### config.mk
export PLATFORM = sky130hd
export DESIGN_NAME = resv_mem_front
export DESIGN_NICKNAME = d
export VERILOG_FILES = /design/src/rtl/resv_pkg.sv /design/src/rtl/grant_rr.sv /design/src/rtl/resv_table.sv /design/src/rtl/word_store.sv /design/src/rtl/resv_mem_front.sv
export SDC_FILE = /design/constraint.sdc
export NUM_CORES = 1
export LEC_CHECK = 0
export CORE_MARGIN = 2
export CORE_UTILIZATION = 45
export CTS_CLUSTER_SIZE = 30
export DETAILED_ROUTE_END_ITERATION = 12
export GPL_TIMING_DRIVEN = 1
export HOLD_SLACK_MARGIN = 0.06
export PLACE_DENSITY = 0.75
export SLEW_MARGIN = 15
export SYNTH_ARGS = -nofsm -noshare
export SYNTH_HDL_FRONTEND = slang
export SYNTH_SLANG_ARGS = --single-unit
### constraint.sdc
create_clock -name clk -period 9.2 [get_ports clk]
set_clock_uncertainty 0.05 [all_clocks]
set_input_delay 1.84 -clock clk [delete_from_list [all_inputs] [get_ports clk]]
set_output_delay 1.84 -clock clk [all_outputs]
set_load 0.02 [all_outputs]
### src/rtl/resv_pkg.sv
package resv_pkg;
   typedef enum logic [1:0] {
      OPC_LOAD  = 2'd0,
      OPC_STORE = 2'd1,
      OPC_LINK  = 2'd2,
      OPC_COND  = 2'd3
   } opc_e;
endpackage

### src/rtl/grant_rr.sv
// One-hot grant among requesters. Variant chosen by ROUND_ROBIN.
module grant_rr #(
   parameter int N           = 4,
   parameter bit ROUND_ROBIN = 1'b1
) (
   input  logic         clk,
   input  logic         rst_n,
   input  logic [N-1:0] req,
   input  logic         adv,
   output logic [N-1:0] gnt
);
   timeunit 1ns; timeprecision 1ps;

   localparam int IW = (N > 1) ? $clog2(N) : 1;

   if (N < 2) begin : g_bad_n
      $error("grant_rr: N must be at least 2");
   end

   if (ROUND_ROBIN) begin : g_rr
      logic [IW-1:0] last_q;
      logic [IW-1:0] gidx;

      always_comb begin
         gnt = '0;
         // walk from farthest to nearest so the nearest requester wins
         for (int k = N; k >= 1; k--) begin
            automatic int j = (int'(last_q) + k) % N;
            if (req[j]) begin
               gnt    = '0;
               gnt[j] = 1'b1;
            end
         end
      end

      always_comb begin
         gidx = '0;
         for (int k = 0; k < N; k++) begin
            if (gnt[k]) gidx = IW'(k);
         end
      end

      always_ff @(posedge clk) begin
         if (!rst_n)   last_q <= IW'(N - 1);
         else if (adv) last_q <= gidx;
      end
   end else begin : g_fixed
      always_comb begin
         gnt = '0;
         for (int k = N - 1; k >= 0; k--) begin
            if (req[k]) begin
               gnt    = '0;
               gnt[k] = 1'b1;
            end
         end
      end
   end

   a_r8_grant_subset: assert property (@(posedge clk) disable iff (!rst_n)
      (gnt & ~req) == '0);
   a_r8_grant_when_asked: assert property (@(posedge clk) disable iff (!rst_n)
      (req != '0) |-> $onehot(gnt));
endmodule

### src/rtl/resv_table.sv
// Per-requester reservation state and the conditional-store decision.
module resv_table
   import resv_pkg::*;
#(
   parameter int N  = 4,
   parameter int AW = 4,
   parameter int IW = 2
) (
   input  logic          clk,
   input  logic          rst_n,
   input  logic          go,
   input  logic [IW-1:0] id,
   input  opc_e          op,
   input  logic [AW-1:0] addr,
   output logic          pass
);
   timeunit 1ns; timeprecision 1ps;

   if ((1 << IW) < N) begin : g_bad_iw
      $error("resv_table: IW too narrow for N");
   end

   logic [N-1:0]  armed_q;
   logic [AW-1:0] tag_q [N];
   logic          writes;

   assign pass   = armed_q[id] && (tag_q[id] == addr);
   assign writes = go && ((op == OPC_STORE) || ((op == OPC_COND) && pass));

   for (genvar r = 0; r < N; r++) begin : g_slot
      always_ff @(posedge clk) begin
         if (!rst_n) begin
            armed_q[r] <= 1'b0;
            tag_q[r]   <= '0;
         end else if (go) begin
            if (id == IW'(r)) begin
               if (op == OPC_LINK) begin
                  armed_q[r] <= 1'b1;
                  tag_q[r]   <= addr;
               end else if (op == OPC_COND) begin
                  armed_q[r] <= 1'b0;
               end
            end else if (writes && armed_q[r] && (tag_q[r] == addr)) begin
               armed_q[r] <= 1'b0;
            end
         end
      end
   end

   a_r2_link_arms: assert property (@(posedge clk) disable iff (!rst_n)
      (go && op == OPC_LINK) |=> (armed_q[$past(id)] && tag_q[$past(id)] == $past(addr)));
   a_r5_cond_disarms_own: assert property (@(posedge clk) disable iff (!rst_n)
      (go && op == OPC_COND) |=> !armed_q[$past(id)]);
endmodule

### src/rtl/word_store.sv
// Word memory, one synchronous write port, one combinational read port.
module word_store #(
   parameter int AW = 4,
   parameter int DW = 32
) (
   input  logic          clk,
   input  logic          rst_n,
   input  logic          we,
   input  logic [AW-1:0] addr,
   input  logic [DW-1:0] wdata,
   output logic [DW-1:0] rdata
);
   timeunit 1ns; timeprecision 1ps;

   localparam int WORDS = 1 << AW;

   if (AW < 1 || AW > 10) begin : g_bad_aw
      $error("word_store: AW out of range 1..10");
   end

   logic [DW-1:0] cell_q [WORDS];

   for (genvar w = 0; w < WORDS; w++) begin : g_cell
      always_ff @(posedge clk) begin
         if (!rst_n)                          cell_q[w] <= '0;
         else if (we && addr == AW'(w))       cell_q[w] <= wdata;
      end
   end

   assign rdata = cell_q[addr];
endmodule

### src/rtl/resv_mem_front.sv
// Shared memory front end with load-linked / store-conditional monitoring.
module resv_mem_front
   import resv_pkg::*;
#(
   parameter int N_REQ       = 4,
   parameter int ADDR_W      = 4,
   parameter int DATA_W      = 32,
   parameter int SC_WAIT     = 3,
   parameter bit ROUND_ROBIN = 1'b1
) (
   input  logic                     clk,
   input  logic                     rst_n,
   input  logic [N_REQ-1:0]         req_valid,
   output logic [N_REQ-1:0]         req_ready,
   input  logic [2*N_REQ-1:0]       req_op,
   input  logic [N_REQ*ADDR_W-1:0]  req_addr,
   input  logic [N_REQ*DATA_W-1:0]  req_wdata,
   output logic [N_REQ-1:0]         rsp_valid,
   output logic [DATA_W-1:0]        rsp_data
);
   timeunit 1ns; timeprecision 1ps;

   localparam int IW = (N_REQ > 1) ? $clog2(N_REQ) : 1;
   localparam int CW = $clog2(SC_WAIT + 1);

   if (SC_WAIT < 1)  begin : g_bad_wait  $error("SC_WAIT must be >= 1"); end
   if (DATA_W < 2)   begin : g_bad_dw    $error("DATA_W must be >= 2"); end
   if (N_REQ < 2)    begin : g_bad_n     $error("N_REQ must be >= 2"); end

   // ---------------- acceptance ----------------
   logic              idle_q;
   logic [CW-1:0]     cnt_q;
   logic [N_REQ-1:0]  arb_req;
   logic              hs;

   assign arb_req = (rst_n && idle_q) ? req_valid : '0;
   assign hs      = |req_ready;

   grant_rr #(.N(N_REQ), .ROUND_ROBIN(ROUND_ROBIN)) u_arb (
      .clk   (clk),
      .rst_n (rst_n),
      .req   (arb_req),
      .adv   (hs),
      .gnt   (req_ready)
   );

   // winner's request fields
   logic [IW-1:0]     w_id;
   opc_e              w_op;
   logic [ADDR_W-1:0] w_addr;
   logic [DATA_W-1:0] w_data;

   always_comb begin
      w_id = '0;
      for (int k = 0; k < N_REQ; k++) begin
         if (req_ready[k]) w_id = IW'(k);
      end
   end

   always_comb begin
      w_op   = opc_e'(req_op[int'(w_id)*2 +: 2]);
      w_addr = req_addr[int'(w_id)*ADDR_W +: ADDR_W];
      w_data = req_wdata[int'(w_id)*DATA_W +: DATA_W];
   end

   // ---------------- conditional store hold ----------------
   logic [IW-1:0]     h_id_q;
   logic [ADDR_W-1:0] h_addr_q;
   logic [DATA_W-1:0] h_data_q;

   always_ff @(posedge clk) begin
      if (!rst_n) begin
         idle_q   <= 1'b1;
         cnt_q    <= '0;
         h_id_q   <= '0;
         h_addr_q <= '0;
         h_data_q <= '0;
      end else if (hs && w_op == OPC_COND) begin
         idle_q   <= 1'b0;
         cnt_q    <= CW'(SC_WAIT - 1);
         h_id_q   <= w_id;
         h_addr_q <= w_addr;
         h_data_q <= w_data;
      end else if (!idle_q) begin
         if (cnt_q == '0) idle_q <= 1'b1;
         else             cnt_q  <= cnt_q - 1'b1;
      end
   end

   // ---------------- perform stage ----------------
   logic              pf_go;
   logic [IW-1:0]     pf_id;
   opc_e              pf_op;
   logic [ADDR_W-1:0] pf_addr;
   logic [DATA_W-1:0] pf_data;
   logic              sc_pass;
   logic              mem_we;
   logic [DATA_W-1:0] mem_rd;

   assign pf_go = (hs && w_op != OPC_COND) || (!idle_q && cnt_q == '0);

   always_comb begin
      if (idle_q) begin
         pf_id   = w_id;
         pf_op   = w_op;
         pf_addr = w_addr;
         pf_data = w_data;
      end else begin
         pf_id   = h_id_q;
         pf_op   = OPC_COND;
         pf_addr = h_addr_q;
         pf_data = h_data_q;
      end
   end

   resv_table #(.N(N_REQ), .AW(ADDR_W), .IW(IW)) u_resv (
      .clk   (clk),
      .rst_n (rst_n),
      .go    (pf_go),
      .id    (pf_id),
      .op    (pf_op),
      .addr  (pf_addr),
      .pass  (sc_pass)
   );

   assign mem_we = pf_go && ((pf_op == OPC_STORE) || (pf_op == OPC_COND && sc_pass));

   word_store #(.AW(ADDR_W), .DW(DATA_W)) u_mem (
      .clk   (clk),
      .rst_n (rst_n),
      .we    (mem_we),
      .addr  (pf_addr),
      .wdata (pf_data),
      .rdata (mem_rd)
   );

   // ---------------- response ----------------
   logic [N_REQ-1:0]  rv_d;
   logic [DATA_W-1:0] rd_d;
   logic              rsp_sc_q;

   always_comb begin
      rv_d = '0;
      if (pf_go) rv_d[pf_id] = 1'b1;
      case (pf_op)
         OPC_LOAD, OPC_LINK: rd_d = mem_rd;
         OPC_COND:           rd_d = DATA_W'(sc_pass);
         default:            rd_d = '0;
      endcase
   end

   always_ff @(posedge clk) begin
      if (!rst_n) begin
         rsp_valid <= '0;
         rsp_data  <= '0;
         rsp_sc_q  <= 1'b0;
      end else begin
         rsp_valid <= rv_d;
         rsp_data  <= pf_go ? rd_d : '0;
         rsp_sc_q  <= pf_go && (pf_op == OPC_COND);
      end
   end

   // ---------------- assertions ----------------
   a_r8_ready_onehot: assert property (@(posedge clk) disable iff (!rst_n)
      $onehot0(req_ready));
   a_r8_ready_needs_valid: assert property (@(posedge clk) disable iff (!rst_n)
      (req_ready & ~req_valid) == '0);
   a_r9_cond_stalls: assert property (@(posedge clk) disable iff (!rst_n)
      (hs && w_op == OPC_COND) |=> (req_ready == '0 && rsp_valid == '0));
   a_r1_rsp_onehot: assert property (@(posedge clk) disable iff (!rst_n)
      $onehot0(rsp_valid));
   a_r3_status_is_bit: assert property (@(posedge clk) disable iff (!rst_n)
      (rsp_sc_q && rsp_valid != '0) |-> (rsp_data[DATA_W-1:1] == '0));

   always @(posedge clk) begin
      if (!rst_n) begin
         a_r10_no_ready_in_reset: assert (req_ready == '0);
      end
   end
endmodule

==> impl_metrics.env, run 1 <==
export IMPL_path_cells="clkdlybuf4s50_1 -> mux4_2 -> nand4b_1 -> and4_4 -> or3_4 -> inv_2 -> or3_1 -> mux4_2 -> nor2_1 -> nor4_1 -> a31oi_4 -> buf_12 -> buf_12 -> buf_4 -> nor3_2"
export IMPL_crit_fanout=135
export IMPL_grt_pass1_wl_um=128000
export IMPL_yosys_area_share_adder=0.00158
export IMPL_synth_ff_type="edfxtp_1"
export IMPL_cts_tree="done"
export IMPL_synth_mux_area_frac=0.107
export IMPL_start_kind="input pin"
export IMPL_postCtsSetupRepairBufs=0
export IMPL_ios=198
export IMPL_drv_slew=0
export IMPL_die_h_um=269
export IMPL_yosys_top_cells_count="528 x edfxtp_1, 480 x nor3_2, 187 x nand2_1, 143 x nor2_1, 123 x clkbuf_1"
export IMPL_hold_buffers=0
export IMPL_firstDrtPassIters=6
export IMPL_yosys_top_cells_area="edfxtp_1 50%, nor3_2 15%, dfxtp_1 5.3%"
export IMPL_crit_required_ns=9.49
export IMPL_drt_wl_total_um=85300
export IMPL_postCtsResizedCells=0
export IMPL_yosysTopAreaCell="edfxtp_1"
export IMPL_hp_class="reg -> reg"
export IMPL_arrival_ns=7.62
export IMPL_period_share=0.797
export IMPL_cts_clk_slew_worst_paths_ns=0.06
export IMPL_drive_gt1_frac=0.335
export IMPL_max_freq_mhz=136
export IMPL_ys_seq_elements=611
export IMPL_track_usage=0.235
export IMPL_slew_headroom=0.119
export IMPL_cts_root_buf="clkbuf_16"
export IMPL_areaGrowthSynthToFinish_pct=14.8
export IMPL_hold_viol_final=0
export IMPL_synth_compound_area_share=0.0763
export IMPL_tightestPinTransition_ns=1.32
export IMPL_grt_overflow=0
export IMPL_syn_inst=2387
export IMPL_multi_input_comb_area_um2=13000
export IMPL_clkSinkCount=611
export IMPL_grt_pass1_vias=21131
export IMPL_synthXorXnorAreaFrac=0.00471
export IMPL_nFillCells=5683
export IMPL_chipWidth_um=269
export IMPL_rsz0062_at_grt="false"
export IMPL_ctsHtreeMaxLevel=2
export IMPL_yosys_area_share_simple=0.212
export IMPL_synthArstFlopShare=0
export IMPL_min_period_ns=7.33
export IMPL_antenna_found_initial=8
export IMPL_avgRoutedWirePerCell_um=24.6
export IMPL_synthesis_area_um2=31600
export IMPL_regToRegSetupSlack_ns=2.58
export IMPL_syn_avg_cell_area_um2=13.2
export IMPL_final_antenna_net_count=0
export IMPL_area_sequential_um2=17500
export IMPL_yosysWarnings=0
export IMPL_cp_end_kind="flip-flop"
export IMPL_clockBufferDepth=3
export IMPL_maxCapViolations=0
export IMPL_synth_cell_types=73
export IMPL_syn_nets=2549
export IMPL_cpMaxStageDelayCell="buf_4"
export IMPL_initial_core_util=0.453
export IMPL_core_area_um2=69800
export IMPL_dp_hpwl_um=51300
export IMPL_grt_max_degree=155
export IMPL_cts_buffers=61
export IMPL_io_buffers=197
export IMPL_num_vias=21054
export IMPL_status="completed"
export IMPL_drtIter0Drc=2024
export IMPL_insertedDiodeCount=0
export IMPL_dieArea_um2=72300
export IMPL_vias_per_cell=6.08
export IMPL_synth_top_family_by_area="simple AND/OR/NAND/NOR gates"
export IMPL_nNetsFinal=2636
export IMPL_setup_viol=0
export IMPL_row_count=97
export IMPL_path_delay_family="buffers and inverters"
export IMPL_drc=0
export IMPL_clk_latency_ns=0.64
export IMPL_gp_congestion=0.850
export IMPL_critPathMaxStageDelay_ns=0.70
export IMPL_yosysMostFrequentCell="edfxtp_1"
export IMPL_synth_edf_count=528
export IMPL_synth_top_area_frac=0.502
export IMPL_cp_buffers_inverters=5
export IMPL_critPathKind="in -> reg"
export IMPL_tns_ns=0
export IMPL_ys_seq_area_frac=0.555
cell type report:
cell class | instances | area share
clock buffers | 89 | 0.0481
clock inverters | 24 | 0.00635
inverters | 11 | 0.00114
multi-input cells | 1530 | 0.358
flip-flops and latches | 611 | 0.483
well taps | 940 | 0.0324
repair buffers | 259 | 0.0709
metrics by stage:
step / setup slack [ns] / cells / util / instance area [um^2] / hold WS (ns)
after detailed placement: 1.39 / 3351 / 0.491 / 34300 / 0.439
final: 1.87 / 3464 / 0.520 / 36300 / 0.450
after global placement: 1.53 / 3351 / 0.491 / 34300 / 0.428
after global routing: 1.70 / 3464 / 0.520 / 36300 / 0.473
after CTS: 2.04 / 3464 / 0.520 / 36300 / 0.450
after floorplan: 1.22 / 2387 / - / 31600 / 0.410
final timing paths:
path                                     startpoint                                  to  depth (start not counted)
setup / recovery                       req_valid[0]  u_mem.cell_q[13][10]$_SDFFCE_PN0P_                         15
setup reg to reg  u_arb.g_rr.last_q[0]$_SDFFE_PN1P_  u_mem.cell_q[13][10]$_SDFFCE_PN0P_                         16
hold reg to reg           h_data_q[17]$_SDFFE_PN0P_           h_data_q[17]$_SDFFE_PN0P_                          2
hold / removal            h_data_q[17]$_SDFFE_PN0P_           h_data_q[17]$_SDFFE_PN0P_                          2
cell usage in the layout, fill, tap and decap left out, drive strengths merged, types with 6 or more instances in the layout:
| cell type | netlist | layout |
|---|---|---|
| nor2 | 143 | 143 |
| mux2 | 100 | 100 |
| clkinv | 0 | 20 |
| a211oi | 68 | 68 |
| buf | 112 | 63 |
| xnor2 | 16 | 16 |
| o22ai | 31 | 31 |
| a22oi | 33 | 33 |
| nor2b | 7 | 7 |
| clkbuf | 123 | 89 |
| o31ai | 21 | 21 |
| nand2 | 187 | 187 |
| mux4 | 67 | 67 |
| nand3 | 10 | 10 |
| nand4 | 9 | 9 |
| edfxtp | 528 | 528 |
| a21oi | 73 | 73 |
| or3 | 6 | 6 |
| clkdlybuf4s50 | 0 | 196 |
| dfxtp | 83 | 83 |
| o21ai | 43 | 43 |
| inv | 11 | 11 |
| o211ai | 36 | 36 |
| mux2i | 73 | 73 |
| nor3 | 526 | 526 |
state kept, by name (all words and copies together) (netlist names):
signal and cells:
cnt_q 2, rsp_valid 4, h_addr_q 4, rsp_data 32, u_resv.armed_q 4, h_data_q 32
u_arb.g_rr.last_q 2, u_mem.cell_q 512, idle_q 1, u_resv.tag_q 16, h_id_q 2
worst min-delay path, stage by stage (launching register included):
cell and delay [ns]:
dfxtp_1 0.31, nor2_1 0.10, a211oi_1 0.05
cells by family (layout without fill, tap and decap cells):
family | count (synthesis) | count (layout)
AOI/OAI and AO/OA | 350 | 350
xor gates and xnor gates | 17 | 17
adders and majority gates | 4 | 4
buffers and inverters | 246 | 383
DFF | 611 | 611
muxes | 240 | 240
and+or+nand+nor | 919 | 919
layer usage:
layer  global-route usage  up-vias  routed length (um)
li1                     -     9348                   -
met5                    0        -                  21
met4               0.0734        4                2440
met2                0.398      953               41900
met3               0.0478      153                7320
met1                0.304    10596               33600
Power of run 1 is left out: the tool's default activity adds up to more than one toggle a clock period on the data nets, which glitch-free logic cannot reach.
==> inputs of run 2 (changes only) <==
==> constraint.sdc (replaced) <==
create_clock -name clk -period 7.15 [get_ports clk]
set_clock_uncertainty 0.05 [all_clocks]
set_input_delay 1.43 -clock clk [delete_from_list [all_inputs] [get_ports clk]]
set_output_delay 1.43 -clock clk [all_outputs]
set_load 0.02 [all_outputs]
==> impl_metrics.env, run 2 (synthesis results as in run 1) <==
export IMPL_status="completed"
export IMPL_hold_viol_final=0
export IMPL_wl_met2_um=42500
export IMPL_drive_gt1_frac=0.344
export IMPL_highest_layer="met4"
export IMPL_hp_class="reg -> reg"
export IMPL_dp_hpwl_um=52500
export IMPL_critPathKind="in -> out"
export IMPL_cts_root_buf="clkbuf_16"
export IMPL_grt_max_degree=108
export IMPL_crit_fanout=37
export IMPL_arrival_ns=4.57
export IMPL_ctsHtreeMaxLevel=2
export IMPL_firstDrtPassIters=5
export IMPL_rsz0062_at_grt="false"
export IMPL_vias_per_cell=6.05
export IMPL_nFillCells=5625
export IMPL_tightestPinTransition_ns=1.16
export IMPL_cp_end_kind="primary output"
export IMPL_grt_overflow=0
export IMPL_die_h_um=269
export IMPL_antenna_found_initial=0
export IMPL_grt_pass1_wl_um=131000
export IMPL_period_share=0.847
export IMPL_layout_common_cells="528 x edfxtp_1, 481 x nor3_2, 196 x clkdlybuf4s50_1, 184 x nand2_1, 135 x nor2_1"
export IMPL_num_vias=21140
export IMPL_nNetsFinal=2667
export IMPL_clockBufferDepth=3
export IMPL_top_register="u_mem.cell_q"
export IMPL_design_area_um2=36800
export IMPL_cts_buffers=61
export IMPL_insertedDiodeCount=0
export IMPL_regToRegSetupSlack_ns=1.43
export IMPL_drc=0
export IMPL_maxCapViolations=0
export IMPL_start_kind="input pin"
export IMPL_chipWidth_um=269
export IMPL_postCtsSetupRepairBufs=0
export IMPL_max_freq_mhz=165
export IMPL_crit_required_ns=5.67
export IMPL_clkSinkCount=611
export IMPL_initial_core_util=0.453
export IMPL_row_count=97
export IMPL_setup_viol=0
export IMPL_gp_congestion=0.870
export IMPL_avgRoutedWirePerCell_um=24.8
export IMPL_track_usage=0.241
export IMPL_final_common_cell="edfxtp_1"
export IMPL_postCtsResizedCells=0
export IMPL_grt_pass1_vias=21533
export IMPL_wl_met1_um=34500
export IMPL_slew_headroom=0.230
export IMPL_drv_slew=0
export IMPL_cts_tree="done"
export IMPL_reg_top3="u_mem.cell_q (512), h_data_q (32), rsp_data (32)"
export IMPL_clk_latency_ns=0.63
export IMPL_core_area_um2=69800
export IMPL_final_antenna_net_count=0
export IMPL_drtIter0Drc=2193
export IMPL_min_period_ns=6.05
export IMPL_cts_clk_slew_worst_paths_ns=0.06
export IMPL_ios=198
export IMPL_met3_length_um=7310
export IMPL_dieArea_um2=72300
export IMPL_io_buffers=197
export IMPL_areaGrowthSynthToFinish_pct=16.4
export IMPL_largest_reg_flops=512
export IMPL_hold_buffers=0
export IMPL_place_area_um2=34700
export IMPL_drt_wl_total_um=86700
[run 2: final timing paths]
kind	startpoint	to	cells past startpoint
max	req_valid[0]	req_ready[1]	7
min reg2reg	h_id_q[0]$_SDFFE_PN0P_	h_id_q[0]$_SDFFE_PN0P_	2
min	h_id_q[0]$_SDFFE_PN0P_	h_id_q[0]$_SDFFE_PN0P_	2
max reg2reg	u_arb.g_rr.last_q[0]$_SDFFE_PN1P_	u_mem.cell_q[9][7]$_SDFFCE_PN0P_	15
[run 2: layout make-up]
type | count | area (um^2) | share of cell area
Clock buffer | 94 | 1830 | 0.0499
Timing Repair Buffer | 290 | 3020 | 0.0820
Tap cell | 940 | 1180 | 0.0320
Inverter | 11 | 41.3 | 0.00112
Sequential cell | 611 | 17500 | 0.476
Clock inverter | 21 | 203 | 0.00551
Multi-Input combinational cell | 1530 | 13000 | 0.353
[run 2: worst max-delay path, stage by stage]
cell and delay [ns]:
clkdlybuf4s50_1 0.46, mux4_2 0.57, nand4b_1 0.22, and4_1 0.34, nor3_2 0.27, buf_4 0.53
clkdlybuf4s50_1 0.72
[run 2: per-layer routing]
| layer | GRT usage | vias up |
|---|---|---|
| met5 | 0 | - |
| met4 | 0.0767 | 0 |
| met3 | 0.0431 | 139 |
| met2 | 0.404 | 936 |
| met1 | 0.317 | 10686 |
| li1 | - | 9379 |
[run 2: metrics by stage]
step | TNS [ns] | utilization | setup WS (ns) | hold slack [ns] | std cells
finish | 0 | 0.527 | 1.10 | 0.445 | 3497
CTS | 0 | 0.527 | 1.10 | 0.448 | 3497
floorplan | -216.26 | - | -0.423 | 0.410 | 2387
global route | 0 | 0.527 | 0.892 | 0.461 | 3497
global placement | 0 | 0.498 | 0.669 | 0.428 | 3382
detailed placement | 0 | 0.498 | 0.534 | 0.439 | 3382
Power of run 2 is left out for the same reason.
